$ cat src/rtl/bpr_pkg.sv
// Shared constants and types for the Bayer horizontal defect corrector.
// Assumes a Bayer line where same-colour samples repeat every BPR_DIST pixels.
package bpr_pkg;
    localparam int unsigned BPR_DIST = 2;
    localparam int unsigned BPR_TAPS = 2 * BPR_DIST + 1;

    typedef enum logic [2:0] {
        DEC_PASS_OFF,
        DEC_PASS_EDGE,
        DEC_PASS_NEAR,
        DEC_FIX_LOW,
        DEC_FIX_HIGH
    } bpr_dec_e;
endpackage

$ cat src/rtl/bpr_cfg.sv
// Holds the correction switch and the detection margin.
// Each value loads from its own strobe; reset gives switch off and margin TH_RST.
module bpr_cfg #(
    parameter int unsigned TH_W   = 7,
    parameter int unsigned TH_RST = 20
) (
    input  logic            clk,
    input  logic            rst_n,
    input  logic            en_load,
    input  logic            en_value,
    input  logic            th_load,
    input  logic [TH_W-1:0] th_value,
    output logic            en_q,
    output logic [TH_W-1:0] th_q
);
    // switch register, loaded on its strobe
    always_ff @(posedge clk) begin
        if (!rst_n)       en_q <= 1'b0;
        else if (en_load) en_q <= en_value;
    end

    // margin register, loaded on its strobe
    always_ff @(posedge clk) begin
        if (!rst_n)       th_q <= TH_W'(TH_RST);
        else if (th_load) th_q <= th_value;
    end
endmodule

$ cat src/rtl/bpr_taps.sv
// Pixel window of TAPS entries; tap 0 is the newest.
// nxt_* present the window as it will be after the current pixel is shifted in;
// cur_* present the registered window. A line-start flag is kept for all taps but
// the oldest, whose flag never affects a decision.
module bpr_taps #(
    parameter int unsigned PIX_W = 10,
    parameter int unsigned TAPS  = 5
) (
    input  logic             clk,
    input  logic             rst_n,
    input  logic             shift,
    input  logic [PIX_W-1:0] in_pix,
    input  logic             in_sol,
    output logic [PIX_W-1:0] nxt_lft,
    output logic [PIX_W-1:0] nxt_ctr,
    output logic [PIX_W-1:0] nxt_rgt,
    output logic [TAPS-2:0]  nxt_sol,
    output logic [TAPS-1:0]  nxt_full,
    output logic [PIX_W-1:0] cur_lft,
    output logic [PIX_W-1:0] cur_ctr,
    output logic [PIX_W-1:0] cur_rgt,
    output logic [TAPS-2:0]  cur_sol,
    output logic [TAPS-1:0]  cur_full
);
    localparam int unsigned CTR = TAPS / 2;

    logic [PIX_W-1:0] tap_pix [TAPS];
    logic [PIX_W-1:0] nxt_pix [TAPS];
    logic [TAPS-2:0]  tap_sol;
    logic [TAPS-1:0]  tap_full;

    genvar k;
    generate
        for (k = 0; k < TAPS; k++) begin : g_tap
            if (k == 0) begin : g_head
                assign nxt_pix[k]  = in_pix;
                assign nxt_full[k] = 1'b1;
                assign nxt_sol[k]  = in_sol;
            end else begin : g_body
                assign nxt_pix[k]  = tap_pix[k-1];
                assign nxt_full[k] = tap_full[k-1];
                if (k < TAPS - 1) begin : g_flag
                    assign nxt_sol[k] = tap_sol[k-1];
                end
            end

            // pixel and fill state of tap k, advanced on each accepted pixel
            always_ff @(posedge clk) begin
                if (!rst_n) begin
                    tap_pix[k]  <= '0;
                    tap_full[k] <= 1'b0;
                end else if (shift) begin
                    tap_pix[k]  <= nxt_pix[k];
                    tap_full[k] <= nxt_full[k];
                end
            end

            if (k < TAPS - 1) begin : g_solreg
                // line-start flag of tap k
                always_ff @(posedge clk) begin
                    if (!rst_n)     tap_sol[k] <= 1'b0;
                    else if (shift) tap_sol[k] <= nxt_sol[k];
                end
            end
        end
    endgenerate

    assign nxt_lft  = nxt_pix[TAPS-1];
    assign nxt_ctr  = nxt_pix[CTR];
    assign nxt_rgt  = nxt_pix[0];
    assign cur_lft  = tap_pix[TAPS-1];
    assign cur_ctr  = tap_pix[CTR];
    assign cur_rgt  = tap_pix[0];
    assign cur_sol  = tap_sol;
    assign cur_full = tap_full;
endmodule

$ cat src/rtl/bpr_judge.sv
// Combinational outlier decision and repair for the centre pixel.
// Assumes the window is valid only when every tap is filled and no tap other than
// the oldest starts a line; otherwise the centre is passed unchanged.
module bpr_judge
    import bpr_pkg::*;
#(
    parameter int unsigned PIX_W = 10,
    parameter int unsigned TH_W  = 7,
    parameter int unsigned TAPS  = 5
) (
    input  logic [PIX_W-1:0] lft,
    input  logic [PIX_W-1:0] ctr,
    input  logic [PIX_W-1:0] rgt,
    input  logic [TAPS-2:0]  sol,
    input  logic [TAPS-1:0]  full,
    input  logic             en,
    input  logic [TH_W-1:0]  th,
    output logic [PIX_W-1:0] res_pix,
    output bpr_dec_e         dec
);
    logic [PIX_W-1:0] th_ext;
    logic [PIX_W:0]   pair_sum;
    logic [PIX_W-1:0] pair_avg;
    logic             nbh_ok;
    logic             low_l, low_r, high_l, high_r;

    assign th_ext   = PIX_W'(th);
    assign pair_sum = {1'b0, lft} + {1'b0, rgt};
    assign pair_avg = pair_sum[PIX_W:1];
    assign nbh_ok   = (&full) && !(|sol);

    // strict margin tests against each neighbour
    always_comb begin
        low_l  = (lft > ctr) && ((lft - ctr) > th_ext);
        low_r  = (rgt > ctr) && ((rgt - ctr) > th_ext);
        high_l = (ctr > lft) && ((ctr - lft) > th_ext);
        high_r = (ctr > rgt) && ((ctr - rgt) > th_ext);
    end

    // choose the decision and the output sample
    always_comb begin
        if (!en)                  dec = DEC_PASS_OFF;
        else if (!nbh_ok)         dec = DEC_PASS_EDGE;
        else if (low_l && low_r)  dec = DEC_FIX_LOW;
        else if (high_l && high_r) dec = DEC_FIX_HIGH;
        else                      dec = DEC_PASS_NEAR;
        res_pix = ((dec == DEC_FIX_LOW) || (dec == DEC_FIX_HIGH)) ? pair_avg : ctr;
    end
endmodule

$ cat src/rtl/bayer_spot_fix.sv
// Top of the Bayer horizontal defect corrector.
// Each accepted pixel leaves the block after the pixel two valid positions later has
// been accepted; the output is registered at that edge.
module bayer_spot_fix
    import bpr_pkg::*;
#(
    parameter int unsigned PIX_W  = 10,
    parameter int unsigned TH_W   = 7,
    parameter int unsigned TH_RST = 20
) (
    input  logic             clk,
    input  logic             rst_n,
    input  logic             in_valid,
    input  logic             in_sol,
    input  logic [PIX_W-1:0] in_pix,
    input  logic             en_load,
    input  logic             en_value,
    input  logic             th_load,
    input  logic [TH_W-1:0]  th_value,
    output logic             out_valid,
    output logic             out_sol,
    output logic [PIX_W-1:0] out_pix
);
    localparam int unsigned TAPS = BPR_TAPS;
    localparam int unsigned CTR  = TAPS / 2;

    logic             en_q;
    logic [TH_W-1:0]  th_q;
    logic [PIX_W-1:0] nxt_lft, nxt_ctr, nxt_rgt;
    logic [TAPS-2:0]  nxt_sol;
    logic [TAPS-1:0]  nxt_full;
    logic [PIX_W-1:0] cur_lft, cur_ctr, cur_rgt;
    logic [TAPS-2:0]  cur_sol;
    logic [TAPS-1:0]  cur_full;
    logic [PIX_W-1:0] res_pix;
    bpr_dec_e         dec;

    bpr_cfg #(.TH_W(TH_W), .TH_RST(TH_RST)) u_cfg (
        .clk(clk), .rst_n(rst_n),
        .en_load(en_load), .en_value(en_value),
        .th_load(th_load), .th_value(th_value),
        .en_q(en_q), .th_q(th_q)
    );

    bpr_taps #(.PIX_W(PIX_W), .TAPS(TAPS)) u_taps (
        .clk(clk), .rst_n(rst_n), .shift(in_valid),
        .in_pix(in_pix), .in_sol(in_sol),
        .nxt_lft(nxt_lft), .nxt_ctr(nxt_ctr), .nxt_rgt(nxt_rgt),
        .nxt_sol(nxt_sol), .nxt_full(nxt_full),
        .cur_lft(cur_lft), .cur_ctr(cur_ctr), .cur_rgt(cur_rgt),
        .cur_sol(cur_sol), .cur_full(cur_full)
    );

    bpr_judge #(.PIX_W(PIX_W), .TH_W(TH_W), .TAPS(TAPS)) u_judge (
        .lft(nxt_lft), .ctr(nxt_ctr), .rgt(nxt_rgt),
        .sol(nxt_sol), .full(nxt_full),
        .en(en_q), .th(th_q),
        .res_pix(res_pix), .dec(dec)
    );

    // output register: strobe when the centre tap becomes filled
    always_ff @(posedge clk) begin
        if (!rst_n) begin
            out_valid <= 1'b0;
            out_sol   <= 1'b0;
            out_pix   <= '0;
        end else begin
            out_valid <= in_valid && nxt_full[CTR];
            if (in_valid) begin
                out_sol <= nxt_sol[CTR];
                out_pix <= res_pix;
            end
        end
    end
endmodule

$ cat config.mk
export PLATFORM = sky130hd
export DESIGN_NAME = bayer_spot_fix
export DESIGN_NICKNAME = d
export VERILOG_FILES = /design/src/rtl/bpr_pkg.sv /design/src/rtl/bpr_cfg.sv /design/src/rtl/bpr_taps.sv /design/src/rtl/bpr_judge.sv /design/src/rtl/bayer_spot_fix.sv
export SDC_FILE = /design/constraint.sdc
export NUM_CORES = 1
export LEC_CHECK = 0
export ABC_AREA = 1
export BUFFER_PORTS_ARGS = -buffer_cell sky130_fd_sc_hd__clkbuf_2
export CAP_MARGIN = 10
export CORE_ASPECT_RATIO = 0.75
export CORE_MARGIN = 2
export CORE_UTILIZATION = 55
export CTS_CLUSTER_DIAMETER = 200
export DETAILED_ROUTE_END_ITERATION = 6
export PLACE_DENSITY = 0.73
export SKIP_LAST_GASP = 1
export SYNTH_ARGS = -nofsm -noshare
export SYNTH_HDL_FRONTEND = slang
export SYNTH_SLANG_ARGS = --single-unit
$ cat constraint.sdc
create_clock -name clk -period 7.9 [get_ports clk]
set_clock_uncertainty 0.1 [all_clocks]
set_input_delay 1.58 -clock clk [delete_from_list [all_inputs] [get_ports clk]]
set_output_delay 1.58 -clock clk [all_outputs]
set_load 0.01 [all_outputs]
# Word-level counts from Yosys, hierarchy flattened
# Memories as Yosys holds them, arrays and structs flattened.
# Cells that the tools add are included.
# op_classes
addsub,5
mul,0
div_mod_pow,0
order_cmp,8
n_eq_ne,2
shifts,0
mux,14
bitwise,5
reduce_logical,12
# ops
operator,n
2-to-1 mux 10 bit,6
greater-than comparator 10 bit,4
greater-than comparator 10 x 7 -> 1 bit,4
subtractor 10 bit,4
2-to-1 mux 3 bit,4
adder 10 x 10 -> 11 bit,1
logical AND 1 bit,8
bitwise OR 1 bit,5
2-to-1 mux 1 bit,4
AND reduction 4 bit,1
OR reduction 4 bit,1
== test 3 x 2 -> 1 bit (second input constant),1
== test 3 bit (second input constant),1
logical NOT 1 bit,1
logical OR 1 bit,1
# word_totals
register_bits,26
latch_bits,0
ramBits,50
rom_bits,0
in_bits,24
out_inout_bits,12
elab_cells,58
n_memories,1
# mem_list
name,depth,word_bits,read_ports,rd_ports_with_merged_regs,wr,line,rtl
u_taps.tap_pix,5,10,4,0,5,bpr_taps.sv:27,logic [PIX_W-1:0] tap_pix [TAPS];

# Logic depth before layout (Yosys ltp)
# Gate-level depths: netlist (run 1).
# An unclocked memory read counts as a cell.
# depth
word_depth,12
mapped_depth,24
mapped_depth_nobuf,23

# Modules after synthesis
# A second synthesis (run 1) with hierarchy kept.
# unflattened
cells_unflattened,926
hier_area_um2,7171.9
# by_module_without_submodules
mod,instances,cells_per_inst,area_per_inst_um2,seq_area_each_um2
bpr_judge,1,592,3527.1,0.0
bpr_taps,1,216,2846.5,1681.6
bayer_spot_fix,1,71,480.5,240.2
bpr_cfg,1,47,317.8,160.2

# Least setup slack after synthesis (run 1)
# No wires, ideal clock.
# synth_path
path_kind,in2reg
start,input port in_pix[0]
end,register out_pix[9]
setup_time_ns,0.115
t_arrival_ns,3.775
required_ns,7.685
path_slack_ns,3.911
path_stages,22
n_path_buf,1
cell_sequence,inv_1 ha_1 inv_1 fa_1 nand2_1 nand2_1 xor2_1 ha_1 nand2_1 nor2_1 o21ai_0 nand3_1 nand2_1 nand2_1 nand2_1 nand3_1 nand3_1 nand2_2 buf_6 nand3_1 nand3_1 nand2_1
# synth_between
elab_chain_len,11
elab_cells_between_ends,19
cone_classes,add/sub (3); order compare (4); eq/ne (2); mux (5); reduce/logical (5)
# synth_rtl
element,line,rtl
from (decl),bayer_spot_fix.sv:15,"input logic [PIX_W-1:0] in_pix,"
subtractor 10 bit,bpr_judge.sv:37,high_r = (ctr > rgt) && ((ctr - rgt) > th_ext);
greater-than comparator 10 x 7 -> 1 bit,bpr_judge.sv:37,
logical AND 1 bit,bpr_judge.sv:37,
logical AND 1 bit,bpr_judge.sv:45,else if (high_l && high_r) dec = DEC_FIX_HIGH;
2-to-1 mux 3 bit,bpr_judge.sv:45,
2-to-1 mux 3 bit,bpr_judge.sv:44,else if (low_l && low_r) dec = DEC_FIX_LOW;
2-to-1 mux 3 bit,bpr_judge.sv:43,else if (!nbh_ok) dec = DEC_PASS_EDGE;
2-to-1 mux 3 bit,bpr_judge.sv:42,if (!en) dec = DEC_PASS_OFF;
== test 3 x 2 -> 1 bit or == test 3 bit (tied branches),bpr_judge.sv:47,res_pix = ((dec == DEC_FIX_LOW) || (dec == DEC_FIX_HIGH)) ? pair_avg : ctr;
logical OR 1 bit,bpr_judge.sv:47,
2-to-1 mux 10 bit (*),bpr_judge.sv:47,
to (signal assigned),bayer_spot_fix.sv:71,out_pix <= res_pix;
to (decl),bayer_spot_fix.sv:22,output logic [PIX_W-1:0] out_pix
# Mark *: on every way between the ends. The rest lies on a longest branch, timed or not.
# A chain may end at the register's enable or synchronous reset.

# Final worst setup path (run 1)
# layout_path
start,input port in_pix[3]
end,register out_pix[4]
# Same word-level chain as after synthesis.

==> results of run 1 <==
## kinds of logic after synthesis
| family | synth area share |
|---|---|
| AND/OR/NAND/NOR | 0.267 |
| flip-flops | 0.309 |
| buffers and inverters | 0.117 |
| XOR/XNOR | 0.0440 |
| adder cells (fa/ha/maj) | 0.186 |
| AO/OA/AOI/OAI | 0.0768 |
## power by group through the flow
stage	Sequential, µW	Clock (µW)	Combinational, µW
final	402	378	373
after global routing	404	399	420
after CTS	401	384	365
after floorplan	403	0	275
after global placement	408	0	350
after detailed placement	408	0	362
## cell usage after synthesis, drive strengths merged
library cell / n / area share
nand2: 207 / 0.14
o22ai: 5 / 0.0056
nor4: 1 / 0.0011
xnor2: 9 / 0.014
o221ai: 1 / 0.0016
edfxtp: 40 / 0.22
nand3: 55 / 0.049
clkbuf: 7 / 0.0049
nor2: 72 / 0.051
ha: 75 / 0.17
buf: 12 / 0.014
clkinv: 1 / 0.00067
a21oi: 45 / 0.040
o31ai: 1 / 0.0013
fa: 5 / 0.018
o21ai: 19 / 0.017
xor2: 19 / 0.030
o21bai: 7 / 0.0094
a211oi: 1 / 0.0013
nor3: 2 / 0.0018
nand3b: 4 / 0.0054
dfxtp: 26 / 0.093
inv: 145 / 0.098
nand4: 15 / 0.017
## path summary, 6_finish.rpt
check | start | end | slack [ns] | depth (start not counted)
setup / recovery | in_pix[3] | out_pix[4]$_SDFFE_PN0P_ | 3.59 | 21
hold / removal | out_pix[6]$_SDFFE_PN0P_ | out_pix[6]$_SDFFE_PN0P_ | 0.35 | 2
setup reg to reg | u_taps.tap_pix[1][0]$_SDFFCE_PN0P_ | out_pix[1]$_SDFFE_PN0P_ | 4.15 | 21
hold reg to reg | out_pix[6]$_SDFFE_PN0P_ | out_pix[6]$_SDFFE_PN0P_ | 0.35 | 2
## final cells by class
cell class / instances / area [µm²]
fill: 920 / 3660
multi-input combinational: 543 / 3200
sequential: 66 / 1720
inverter: 146 / 548
clock buffer: 10 / 239
timing repair buffer: 38 / 198
tap: 132 / 165
clock inverter: 6 / 40.0
## metal layers
| metal | global-route usage | up-vias | share of wire |
|---|---|---|---|
| met1 | 0.412 | 2392 | 0.46 |
| met2 | 0.420 | 239 | 0.41 |
| met3 | 0.103 | 27 | 0.11 |
| met4 | 0.0824 | 0 | 0.018 |
| li1 | - | 2517 | - |
| met5 | 0 | - | 0 |
## flip-flops by register name (all words and copies together), names as in the netlist
signal	cells
out_pix	10
out_valid	1
u_taps.cur_sol	3
u_taps.cur_full	4
u_cfg.th_q	7
u_taps.tap_pix	40
u_cfg.en_q	1
## per-stage QoR
stage          area [µm²]  utilization  total power (µW)
2_1_floorplan        5580            -               677
3_3_place_gp         5830        0.597               758
3_5_place_dp         5830        0.597               771
4_1_cts              6110        0.625              1150
5_1_grt              6110        0.625              1220
6_report             6110        0.625              1150
## critical path, delay by kind of cell
family | cells | cell delay [ns]
and+or+nand+nor | 14 | 1.55
adders and majority gates | 2 | 0.73
AOI/OAI and AO/OA | 2 | 0.26
buffers and inverters | 2 | 0.17
xor gates and xnor gates | 1 | 0.15
==> flow_summary.yaml, run 1 <==
clocking:
  cts_num_sinks: 66
  post-cts-setup-buffers: 0
  ctsHoldBuffers: 0
  root_buffer: "clkbuf_16"
  clk_pin_slew_ns: 0.05
  cts_buffer_depth: 2
  h-tree-depth: 3
  post_cts_resized: 0
  insertion_delay_ns: 0.34
  tritoncts: "yes"
  cts_made_buffers: 9
timing:
  setup_viol: 0
  rsz0062_at_grt: "no"
  fin_tns_setup_ns: 0
  hold_slack_ns: 0.354
  post-route-min-period_ns: 4.31
  tightest_slew_ns: 0.796
  drv_slew: 0
  finalHoldViolations: 0
  fmax_mhz: 232
  fin_ws_ns: 3.59
  slew_headroom: 0.467
  fin_crit_sh: 0.545
final_layout:
  diodes: 0
  fin_cells: 941
  final_cell_mix: "nand2_1, inv_1, ha_1"
  layout.nets: 908
  final_common_cell: "nand2_1"
  drive_above_1_share: 0.0791
  area_growth_pct: 9.65
critical_path:
  max_stage_delay_ns: 0.42
  crit_chain: "clkbuf_2 -> inv_1 -> ha_1 -> nand2_1 -> nor2_1 -> a21oi_1 -> xnor2_1 -> ha_1 -> nand2_1 -> nor2_1 -> o21ai_0 -> nand3_1 -> nand2_1 -> nand2_1 -> nand2_1 -> nand3_1 -> nand3_1 -> nand2_2 -> nand2_2 -> nand2_1 -> nand3_1"
  cp_max_fo: 11
  cp.arrival_ns: 4.43
  cp-start-kind: "input pin"
  critPathSlowestCell: "ha_1"
  crit_type: "input pin to register"
  crit_top_cell: "nand2_1"
  cp.required_ns: 8.02
  endpoint_kind: "register"
placed_design:
  gp_congestion: 1.09
  place_ws_ns: 3.30
  io_buffer_count: 35
  dpl.hpwl_um: 12200
  dp_cells: 925
global_route:
  grt.total_usage: 0.292
  grt_pass1_wl_um: 24500
  grt-ovfl-total: 0
  antenna_found_initial: 0
  grt_max_degree: 50
  grt_pass1_vias: 4911
pwr:
  ir_drop_v: 0.000134
  power_frac_seq: 0.349
  p_leak_uw: 0.00319
  p_per_area_nw_per_um2: 189
  switching_share: 0.357
  power_switching_uw: 411
  p_clk_frac: 0.328
  intPower_uw: 741
  combPwrFrac: 0.323
yosys:
  ys_types: 31
  avgSynthCellArea_um2: 7.20
  ys.warnings.count: 0
  syn_area_um2: 5580
  synth_nets: 878
  ys_ff_latch: 66
  synthCells: 774
  ys_seq_area_frac: 0.309
drt:
  drc: 0
  routed_wl_um: 15200
  vias_per_cell: 5.50
  drt_iter0_drc: 422
  wl_per_cell_um: 16.1
  drtAntennaViolNets: 0
  vias: 5175
  drtPass1Iterations: 5
die:
  rows: 31
  start_util: 0.570
  num_io_pins: 36
  die_h_um: 91.2
  die_width_um: 120
  coreArea_um2: 9770
  die_area_um2: 11000
status:
  outcome: "finished, final reports clean"
run:
  drv_cap: 0
min_path:
  hp-class: "register to register"
(Power assumes the default switching activity.)
==> inputs of run 2 (changes only) <==
PLACE_DENSITY = 0.76   (was 0.73)
clock period = 3.6 ns   (was 7.9 ns; I/O delays follow)
==> flow_summary.yaml, run 2 (synthesis results as in run 1) <==
status:
  outcome: "finished, final reports clean"
timing:
  hold_slack_ns: 0.354
  finalHoldViolations: 0
  fmax_mhz: 289
  fin_crit_sh: 0.961
  drv_slew: 0
  tightest_slew_ns: 0.765
  post-route-min-period_ns: 3.46
  setup_viol: 0
  slew_headroom: 0.488
final_layout:
  diodes: 0
  area_growth_pct: 13.3
  nFillCells: 874
  drive_above_1_share: 0.114
  multi_input_area_um2: 3250
  layout.nets: 927
  reg_top3: "u_taps.tap_pix x40, out_pix x10, u_cfg.th_q x7"
  regArea_um2: 1720
  final_util: 0.646
  largest_reg_flops: 40
  fin_cells: 960
  final_cell_mix: "nand2_1, inv_1, ha_1"
  final_common_cell: "nand2_1"
  top_register: "u_taps.tap_pix"
  final_cell_area_um2: 6320
clocking:
  cts_num_sinks: 66
  clk_pin_slew_ns: 0.06
  h-tree-depth: 3
  cts_buffer_depth: 2
  cts_made_buffers: 9
  ctsHoldBuffers: 0
  insertion_delay_ns: 0.33
  tritoncts: "yes"
  root_buffer: "clkbuf_16"
critical_path:
  cp_max_fo: 10
  endpoint_kind: "register"
  cp.arrival_ns: 3.57
  r2r_cells: 19
  regToRegSetupSlack_ns: 0.14
  cp.required_ns: 3.71
  crit_type: "register to register"
  cp-start-kind: "register"
global_route:
  grt.total_usage: 0.288
  grt_pass1_vias: 4854
  grt-ovfl-total: 0
  grt_max_degree: 46
  antenna_found_initial: 0
  grt_pass1_wl_um: 24300
drt:
  vias_per_cell: 5.43
  wl_per_cell_um: 16.4
  drtAntennaViolNets: 0
  drtPass1Iterations: 7
  drt_iter0_drc: 482
  drc: 0
  vias: 5215
  routed_wl_um: 15700
placed_design:
  io_buffer_count: 35
  dpl.hpwl_um: 12300
  placed_area_um2: 5920
  gp_congestion: 0.994
  dp_cells: 937
min_path:
  hp-class: "register to register"
  hold_depth: 2
pwr:
  p_per_area_nw_per_um2: 414
  p_leak_uw: 0.00329
  ir_drop_v: 0.000294
die:
  start_util: 0.570
  coreArea_um2: 9770
  rows: 31
  die_width_um: 120
  die_area_um2: 11000
  die_h_um: 91.2
  num_io_pins: 36
run:
  drv_cap: 0
-- run 2: cell count changes in the layout (fill, tap and decap cells not counted), sizes merged --
cell,before,now
clkinvlp,2,4
inv,147,144
nand2,207,208
buf,3,21
clkbuf,45,44
clkinv,3,4
bufinv,0,1
-- run 2: stage by stage --
stage,setup WS (ns),power [µW],setup TNS (ns)
after floorplan,0.471,1490,0
after global placement,0.00583,1680,0
after detailed placement,-0.0803,1700,-0.577
after CTS,0.120,2570,0
after global routing,-0.0595,2760,-0.285
final,0.139,2610,0
-- run 2: repair_timing --
item / CTS / global route
buffers inserted: 0 / 6
gates resized for setup: 0 / 12
hold endpoints to repair: 0 / 0
setup endpoints to repair: 0 / 10
-- run 2: layer usage --
| metal | global-route usage | share of wire | vias up |
|---|---|---|---|
| met5 | 0 | 0 | - |
| met4 | 0.0843 | 0.015 | 0 |
| met3 | 0.0597 | 0.091 | 19 |
| met2 | 0.429 | 0.43 | 198 |
| met1 | 0.421 | 0.47 | 2451 |
| li1 | - | - | 2547 |
-- run 2: path summary, 6_finish.rpt --
check / start / endpoint
max: u_taps.tap_pix[1][2]$_SDFFCE_PN0P_ / out_pix[8]$_SDFFE_PN0P_
min: out_pix[7]$_SDFFE_PN0P_ / out_pix[7]$_SDFFE_PN0P_
max reg2reg: u_taps.tap_pix[1][2]$_SDFFCE_PN0P_ / out_pix[8]$_SDFFE_PN0P_
min reg2reg: out_pix[7]$_SDFFE_PN0P_ / out_pix[7]$_SDFFE_PN0P_
-- run 2: layout make-up --
class                      count  area share
clock inverter                 7      0.0111
multi-input combinational    544       0.515
clock buffer                   9      0.0356
inverter                     146      0.0873
sequential                    66       0.272
timing repair buffer          56      0.0527
tap                          132      0.0261
-- run 2: power by group --
group          internal [µW]  switching (µW)  total, µW
Clock                    533             342        875
Combinational            318             541        859
Sequential               849            31.6        880
-- run 2: critical path: stages (launching register included) --
cell and delay [ns]:
edfxtp_1 0.49, ha_1 0.51, nand2_1 0.20, nor2_2 0.23, a21oi_1 0.11, xnor2_1 0.14
ha_1 0.33, nand2_1 0.06, nor2_1 0.13, nand2_1 0.07, nand3_1 0.06, nand2_1 0.05
nand2_1 0.05, nand2_1 0.06, nand3_1 0.13, nand3_2 0.17, nand2_4 0.16, nand2_4 0.10
nand2_1 0.08, nand3_1 0.09
